**src/rtl/spdup_pkg.sv**
```systemverilog
package spdup_pkg;

    localparam int NIB_W_DEF  = 4;
    localparam int CL_W_DEF   = 2;
    localparam int CK_W_DEF   = 4;
    localparam int CN_W_DEF   = 8;
    localparam int BASE_W_DEF = 8;

    typedef enum logic [1:0] {
        IPUMP_OFF  = 2'b00,
        IPUMP_STBY = 2'b01,
        IPUMP_ON   = 2'b10
    } ipump_state_e;

    typedef struct packed {
        logic         open;
        logic         keep_stby;
    } win_ctl_t;

    function automatic ipump_state_e ipump_pick(input win_ctl_t c);
        if (c.open)
            return IPUMP_ON;
        else if (c.keep_stby)
            return IPUMP_STBY;
        else
            return IPUMP_OFF;
    endfunction

endpackage

```
**src/rtl/spdup_edge.sv**
```systemverilog
module spdup_edge (
    input  logic clk,
    input  logic rst,
    input  logic lvl,
    output logic rise
);
    logic lvl_q;

    always_ff @(posedge clk) begin
        if (rst)
            lvl_q <= 1'b0;
        else
            lvl_q <= lvl;
    end

    assign rise = lvl & ~lvl_q;
endmodule

```
**src/rtl/spdup_window.sv**
```systemverilog
module spdup_window #(
    parameter int G_W = 8
) (
    input  logic           clk,
    input  logic           rst,
    input  logic           start,
    input  logic           tick,
    input  logic [G_W-1:0] g,
    output logic           open
);
    localparam logic [G_W-1:0] ONE  = {{(G_W-1){1'b0}}, 1'b1};
    localparam logic [G_W-1:0] ZERO = '0;

    logic [G_W-1:0] cnt;

    always_ff @(posedge clk) begin
        if (rst) begin
            cnt  <= ZERO;
            open <= 1'b0;
        end else if (start) begin
            cnt  <= g;
            open <= (g != ZERO);
        end else if (open && tick) begin
            cnt  <= cnt - ONE;
            open <= (cnt != ONE);
        end
    end
endmodule

```
**src/rtl/spdup_scale.sv**
```systemverilog
module spdup_scale
    import spdup_pkg::*;
#(
    parameter int CL_W = 2,
    parameter int CK_W = 4,
    parameter int CN_W = 8,
    parameter int MM_W = (1 << CL_W) + 1,
    parameter int IM_W = (1 << CL_W) + CK_W
) (
    input  logic              open,
    input  logic              keep_stby,
    input  logic [CL_W-1:0]   cl,
    input  logic [CK_W-1:0]   ck,
    input  logic [CN_W-1:0]   cn,
    output logic [MM_W-1:0]   main_mult,
    output logic [IM_W-1:0]   int_mult,
    output logic [CN_W+MM_W-1:0] main_scale,
    output logic [CN_W+IM_W-1:0] int_scale,
    output logic [1:0]        state
);
    localparam int SH_W = CL_W + 1;
    localparam int MS_W = CN_W + MM_W;
    localparam int IS_W = CN_W + IM_W;

    logic [SH_W-1:0] shamt;
    logic [MM_W-1:0] pow_m;
    logic [IM_W-1:0] ck_sh;
    win_ctl_t        ctl;

    always_comb begin
        shamt = {1'b0, cl} + {{CL_W{1'b0}}, 1'b1};
        pow_m = {{(MM_W-1){1'b0}}, 1'b1} << shamt;
        ck_sh = {{(IM_W-CK_W){1'b0}}, ck} << shamt;

        if (open) begin
            main_mult = pow_m + {{(MM_W-1){1'b0}}, 1'b1};
            int_mult  = ck_sh;
        end else begin
            main_mult = {{(MM_W-1){1'b0}}, 1'b1};
            int_mult  = '0;
        end

        main_scale = {{MM_W{1'b0}}, cn} * {{CN_W{1'b0}}, main_mult};
        int_scale  = {{IM_W{1'b0}}, cn} * {{CN_W{1'b0}}, int_mult};

        ctl.open      = open;
        ctl.keep_stby = keep_stby;
        state         = ipump_pick(ctl);
    end

    logic unused_w;
    assign unused_w = (MS_W == 0) | (IS_W == 0);
endmodule

```
**src/rtl/spdup_limit.sv**
```systemverilog
module spdup_limit #(
    parameter int A_W   = 8,
    parameter int B_W   = 5,
    parameter int LIMIT = 1200
) (
    input  logic           en,
    input  logic [A_W-1:0] a,
    input  logic [B_W-1:0] b,
    output logic           over
);
    localparam int P_W = A_W + B_W + 1;

    logic [P_W-1:0] prod;
    logic [P_W-1:0] lim;

    always_comb begin
        prod = {{(B_W+1){1'b0}}, a} * {{(A_W+1){1'b0}}, b};
        lim  = P_W'(LIMIT);
        over = en && (prod > lim);
    end
endmodule

```
**src/rtl/spdup_timer_ctrl.sv**
```systemverilog
module spdup_timer_ctrl
    import spdup_pkg::*;
#(
    parameter int NIB_W      = NIB_W_DEF,
    parameter int CL_W       = CL_W_DEF,
    parameter int CK_W       = CK_W_DEF,
    parameter int CN_W       = CN_W_DEF,
    parameter int BASE_W     = BASE_W_DEF,
    parameter int MAIN_LIMIT = 1200,
    parameter int INT_LIMIT  = 2400,
    parameter int MM_W       = (1 << CL_W) + 1,
    parameter int IM_W       = (1 << CL_W) + CK_W
) (
    input  logic                  clk,
    input  logic                  rst,
    input  logic                  load_strobe,
    input  logic                  ref_tick,
    input  logic [NIB_W-1:0]      dur_hi,
    input  logic [NIB_W-1:0]      dur_lo,
    input  logic [CL_W-1:0]       cl,
    input  logic [CK_W-1:0]       ck,
    input  logic [CN_W-1:0]       cn,
    input  logic                  stby_keep,
    input  logic [BASE_W-1:0]     base_code,
    output logic                  win_active,
    output logic [MM_W-1:0]       main_mult,
    output logic [IM_W-1:0]       int_mult,
    output logic [CN_W+MM_W-1:0]  main_scale,
    output logic [CN_W+IM_W-1:0]  int_scale,
    output logic [1:0]            int_state,
    output logic                  main_sat,
    output logic                  int_sat
);
    localparam int G_W = 2 * NIB_W;

    logic           load_rise;
    logic [G_W-1:0] dur_g;

    assign dur_g = {dur_hi, dur_lo};

    spdup_edge u_edge (
        .clk  (clk),
        .rst  (rst),
        .lvl  (load_strobe),
        .rise (load_rise)
    );

    spdup_window #(.G_W(G_W)) u_win (
        .clk   (clk),
        .rst   (rst),
        .start (load_rise),
        .tick  (ref_tick),
        .g     (dur_g),
        .open  (win_active)
    );

    spdup_scale #(
        .CL_W (CL_W),
        .CK_W (CK_W),
        .CN_W (CN_W),
        .MM_W (MM_W),
        .IM_W (IM_W)
    ) u_scale (
        .open       (win_active),
        .keep_stby  (stby_keep),
        .cl         (cl),
        .ck         (ck),
        .cn         (cn),
        .main_mult  (main_mult),
        .int_mult   (int_mult),
        .main_scale (main_scale),
        .int_scale  (int_scale),
        .state      (int_state)
    );

    for (genvar k = 0; k < 2; k++) begin : g_lim
        localparam int W   = (k == 0) ? MM_W : IM_W;
        localparam int LIM = (k == 0) ? MAIN_LIMIT : INT_LIMIT;
        logic [W-1:0] mult_k;
        logic         over_k;
        if (k == 0) begin : g_m
            assign mult_k = main_mult;
            assign main_sat = over_k;
        end else begin : g_i
            assign mult_k = int_mult;
            assign int_sat = over_k;
        end
        spdup_limit #(.A_W(BASE_W), .B_W(W), .LIMIT(LIM)) u_lim (
            .en   (win_active),
            .a    (base_code),
            .b    (mult_k),
            .over (over_k)
        );
    end
endmodule

```
**config.mk**
```make
export PLATFORM = sky130hd
export DESIGN_NAME = spdup_timer_ctrl
export DESIGN_NICKNAME = d
export VERILOG_FILES = /design/src/rtl/spdup_pkg.sv /design/src/rtl/spdup_edge.sv /design/src/rtl/spdup_window.sv /design/src/rtl/spdup_scale.sv /design/src/rtl/spdup_limit.sv /design/src/rtl/spdup_timer_ctrl.sv
export SDC_FILE = /design/constraint.sdc
export NUM_CORES = 1
export LEC_CHECK = 0
export CORE_ASPECT_RATIO = 0.75
export CORE_MARGIN = 2
export CORE_UTILIZATION = 60
export CTS_BUF_LIST = sky130_fd_sc_hd__clkbuf_4
export CTS_CLUSTER_SIZE = 16
export DETAILED_ROUTE_END_ITERATION = 10
export HOLD_SLACK_MARGIN = 0.08
export PLACE_DENSITY = 0.85
export SLEW_MARGIN = 40
export SYNTH_ARGS = -nofsm -noshare
export SYNTH_HDL_FRONTEND = slang
export SYNTH_SLANG_ARGS = --single-unit
```
**constraint.sdc**
```tcl
create_clock -name clk -period 14.3 [get_ports clk]
set_input_delay 2.86 -clock clk [delete_from_list [all_inputs] [get_ports clk]]
set_output_delay 2.86 -clock clk [all_outputs]
set_load 0.005 [all_outputs]
```
==> flow_metrics.py <==
metrics = {
    "run_status": {
        "outcome": "finished, final reports clean",
    },
    "logic_synthesis": {
        "synth-main-ff-cell": "dfxtp_1",
        "synth_top_cell_area_share": 0.288,
        "avgSynthCellArea_um2": 8.22,
        "syn-num-nets": 1178,
        "yosys_warnings": 0,
        "yosys.area.top_type": "fa_1",
        "synth_edf_count": 0,
        "syn_inst": 914,
        "ys_seq_area_frac": 0.0266,
        "yosysUniqueCellTypes": 62,
        "async_reset_ff_frac": 0,
        "netlist_area_um2": 7520,
        "synth_seq_cells": 10,
        "synth_area_leaders": "fa_1 (29%), ha_1 (20%), and2_1 (8.3%), inv_1 (7.2%), nand2_1 (4.4%)",
    },
    "pwr": {
        "power_frac_clock": 0.090,
        "intPower_uw": 125,
        "pwr-share-comb": 0.772,
        "peakVddDrop_v": 0.0000245,
        "power.share.switching": 0.466,
        "p_leak_nw": 4.63,
        "pwr-share-seq": 0.139,
        "power_density_nw_per_um2": 27.7,
        "p_switching_uw": 109,
    },
    "setup_path": {
        "worst-endpoint-arrival_ps": 9690,
        "cp-start-kind": "primary input",
        "worst_path_max_delay_cell": "clkdlybuf4s50_1",
        "crit_path_max_incr_delay_ps": 700,
        "critPathMostFrequentCell": "inv_1",
        "crit_path_end_kind": "primary output",
        "worstPathRequired_ps": 11440,
        "crit_chain": "clkdlybuf4s50_1 > inv_1 > ha_1 > nand2_1 > o21ai_1 > and2_1 > nand2_1 > fa_1 > fa_1 > inv_1 > fa_1 > inv_1 > fa_1 > inv_1 > ha_1 > inv_1 > o22ai_1 > o41ai_4 > o21ai_0 > xor2_1 > a2111oi_1 > a31oi_1 > clkdlybuf4s50_1",
        "reg2reg_depth": 6,
        "path_max_fanout": 13,
        "worst-setup-path-type": "in -> out",
    },
    "grt": {
        "grtUsageMet2": 0.456,
        "grt_pass1_vias": 6349,
        "grt_max_degree": 64,
        "gr-usage-met1": 0.359,
        "grt_most_used_layer": "met2",
        "antenna_found_initial": 0,
        "grt-ovfl-total": 0,
        "use_met3": 0.0221,
        "grt_util_all_layers": 0.259,
        "grt_pass1_wl_mm": 29.2,
    },
    "finish": {
        "num_antenna_cells": 0,
        "layout_commonest_cell": "inv_1",
        "syn_to_final_growth_pct": 12.5,
        "layout_common_cells": "inv_1 (145), ha_1 (121), fa_1 (108)",
        "nets": 1228,
        "drive_gt1_frac": 0.0249,
        "fill_cells": 990,
    },
    "cts": {
        "clock_sinks": 10,
        "htree_levels": 1,
        "cts_tree": "yes",
        "clock_latency_ps": 270,
        "clkSlewWorstSetupHoldPaths_ps": 80,
        "ctsLongestPathBuffers": 2,
        "cts_hold_buf": 0,
        "cts_buffers": 3,
        "clock-root-buffer": "clkbuf_4",
        "post_cts_buffers": 0,
        "post_cts_resized": 0,
    },
    "drt": {
        "drtAntennaViolNets": 0,
        "finalWirelength_mm": 16.3,
        "wire_per_inst_um": 14.5,
        "via_per_inst": 5.63,
        "drc": 0,
        "drt-initial-drc-count": 332,
        "via_count": 6357,
        "dr.pass1.iters": 5,
    },
    "timing": {
        "fin_setup_tns_ps": 0,
        "relSlewSlack": 0.596,
        "worstMarginPinSlew_ps": 607,
        "hold_violations": 0,
        "min_period_ps": 12550,
        "rsz0062_at_grt": "false",
        "fmax_mhz": 79.7,
        "setup_ws_ps": 1750,
        "finalSetupViolations": 0,
        "period_share": 0.877,
        "skew_ps": 9.70,
        "drv_slew": 0,
    },
    "floorplanning": {
        "start_util": 0.613,
        "chipHeight_um": 101,
        "core-area_um2": 12300,
        "die_w_um": 133,
        "dieArea_um2": 13400,
        "top_level_ports": 82,
        "row_count": 35,
    },
    "min_path": {
        "hold_depth": 2,
        "min_path_type": "reg -> reg",
    },
    "placed_design": {
        "pre_cts_ws_ps": 1770,
        "place_congestion": 0.860,
        "port_buffers": 81,
        "dp.final_hpwl_mm": 13.3,
    },
    "job": {
        "drv_cap": 0,
    },
}
cells by family (layout without fill, tap and decap cells):
group / after synthesis / after routing / synth area share
simple gates: 345 / 345 / 0.244
flops: 10 / 10 / 0.0266
mux: 5 / 5 / 0.00699
fa+ha+maj: 229 / 229 / 0.489
xor+xnor: 37 / 37 / 0.0431
buf+inv: 188 / 237 / 0.0954
compound gates: 100 / 100 / 0.0947
routing by layer:
layer | vias to the layer above | routed length (µm)
met3 | 22 | 834
met2 | 189 | 7890
met1 | 3082 | 7370
li1 | 3064 | -
met4 | 0 | 236
met5 | - | 0
area by class of cell:
cell class	instances	area [µm²]	area share
clock buffer	3	22.5	0.00266
inverter	145	544	0.0644
clock inverter	1	3.75	0.000444
tap	166	208	0.0246
sequential	10	200	0.0237
multi-input combinational	716	6610	0.782
timing repair buffer	88	863	0.102
flip-flops by register name (all words and copies together) (netlist names):
register,count
u_win.cnt,8
u_edge.lvl_q,1
u_win.open,1
metrics by stage:
step / utilization / total power [mW] / hold slack (ps) / instance area (µm²) / instances
finish: 0.689 / 0.234 / 586 / 8450 / 1129
global route: 0.689 / 0.260 / 618 / 8450 / 1129
CTS: 0.689 / 0.235 / 587 / 8450 / 1129
detailed placement: 0.687 / 0.213 / 575 / 8430 / 1125
global placement: 0.687 / 0.208 / 577 / 8430 / 1125
floorplan: - / 0.152 / 541 / 7520 / 914
power groups by stage:
stage / registers (mW) / logic [mW] / clock network (mW)
floorplan: 0.0327 / 0.119 / 0
global placement: 0.0328 / 0.176 / 0
detailed placement: 0.0329 / 0.180 / 0
CTS: 0.0323 / 0.181 / 0.0213
global route: 0.0328 / 0.204 / 0.0231
finish: 0.0324 / 0.181 / 0.0210
critical path, delay by kind of cell:
kind,cells,cell delay (ps)
compound gates,6,1540
xor+xnor,1,170
fa+ha+maj,6,2960
buf+inv,7,1570
simple gates,3,590
path summary, 6_finish.rpt:
check / start / endpoint / slack, ps
max: cl[0] / int_sat / 1750
min: u_win.cnt[5] / u_win.cnt[5] / 590
max reg2reg: u_win.open / u_win.cnt[7] / 11880
min reg2reg: u_win.cnt[5] / u_win.cnt[5] / 590
cells in the mapped netlist, drive strengths merged, types with 10 or more instances:
cell type	instances
a211oi	12
a21oi	25
and2	100
and3	47
clkbuf	35
dfxtp	10
fa	108
ha	121
inv	145
nand2	88
nand3	11
nor2	41
nor3	16
o21ai	16
xnor2	26
xor2	11
No activity file was read; power rests on OpenSTA's default activity.
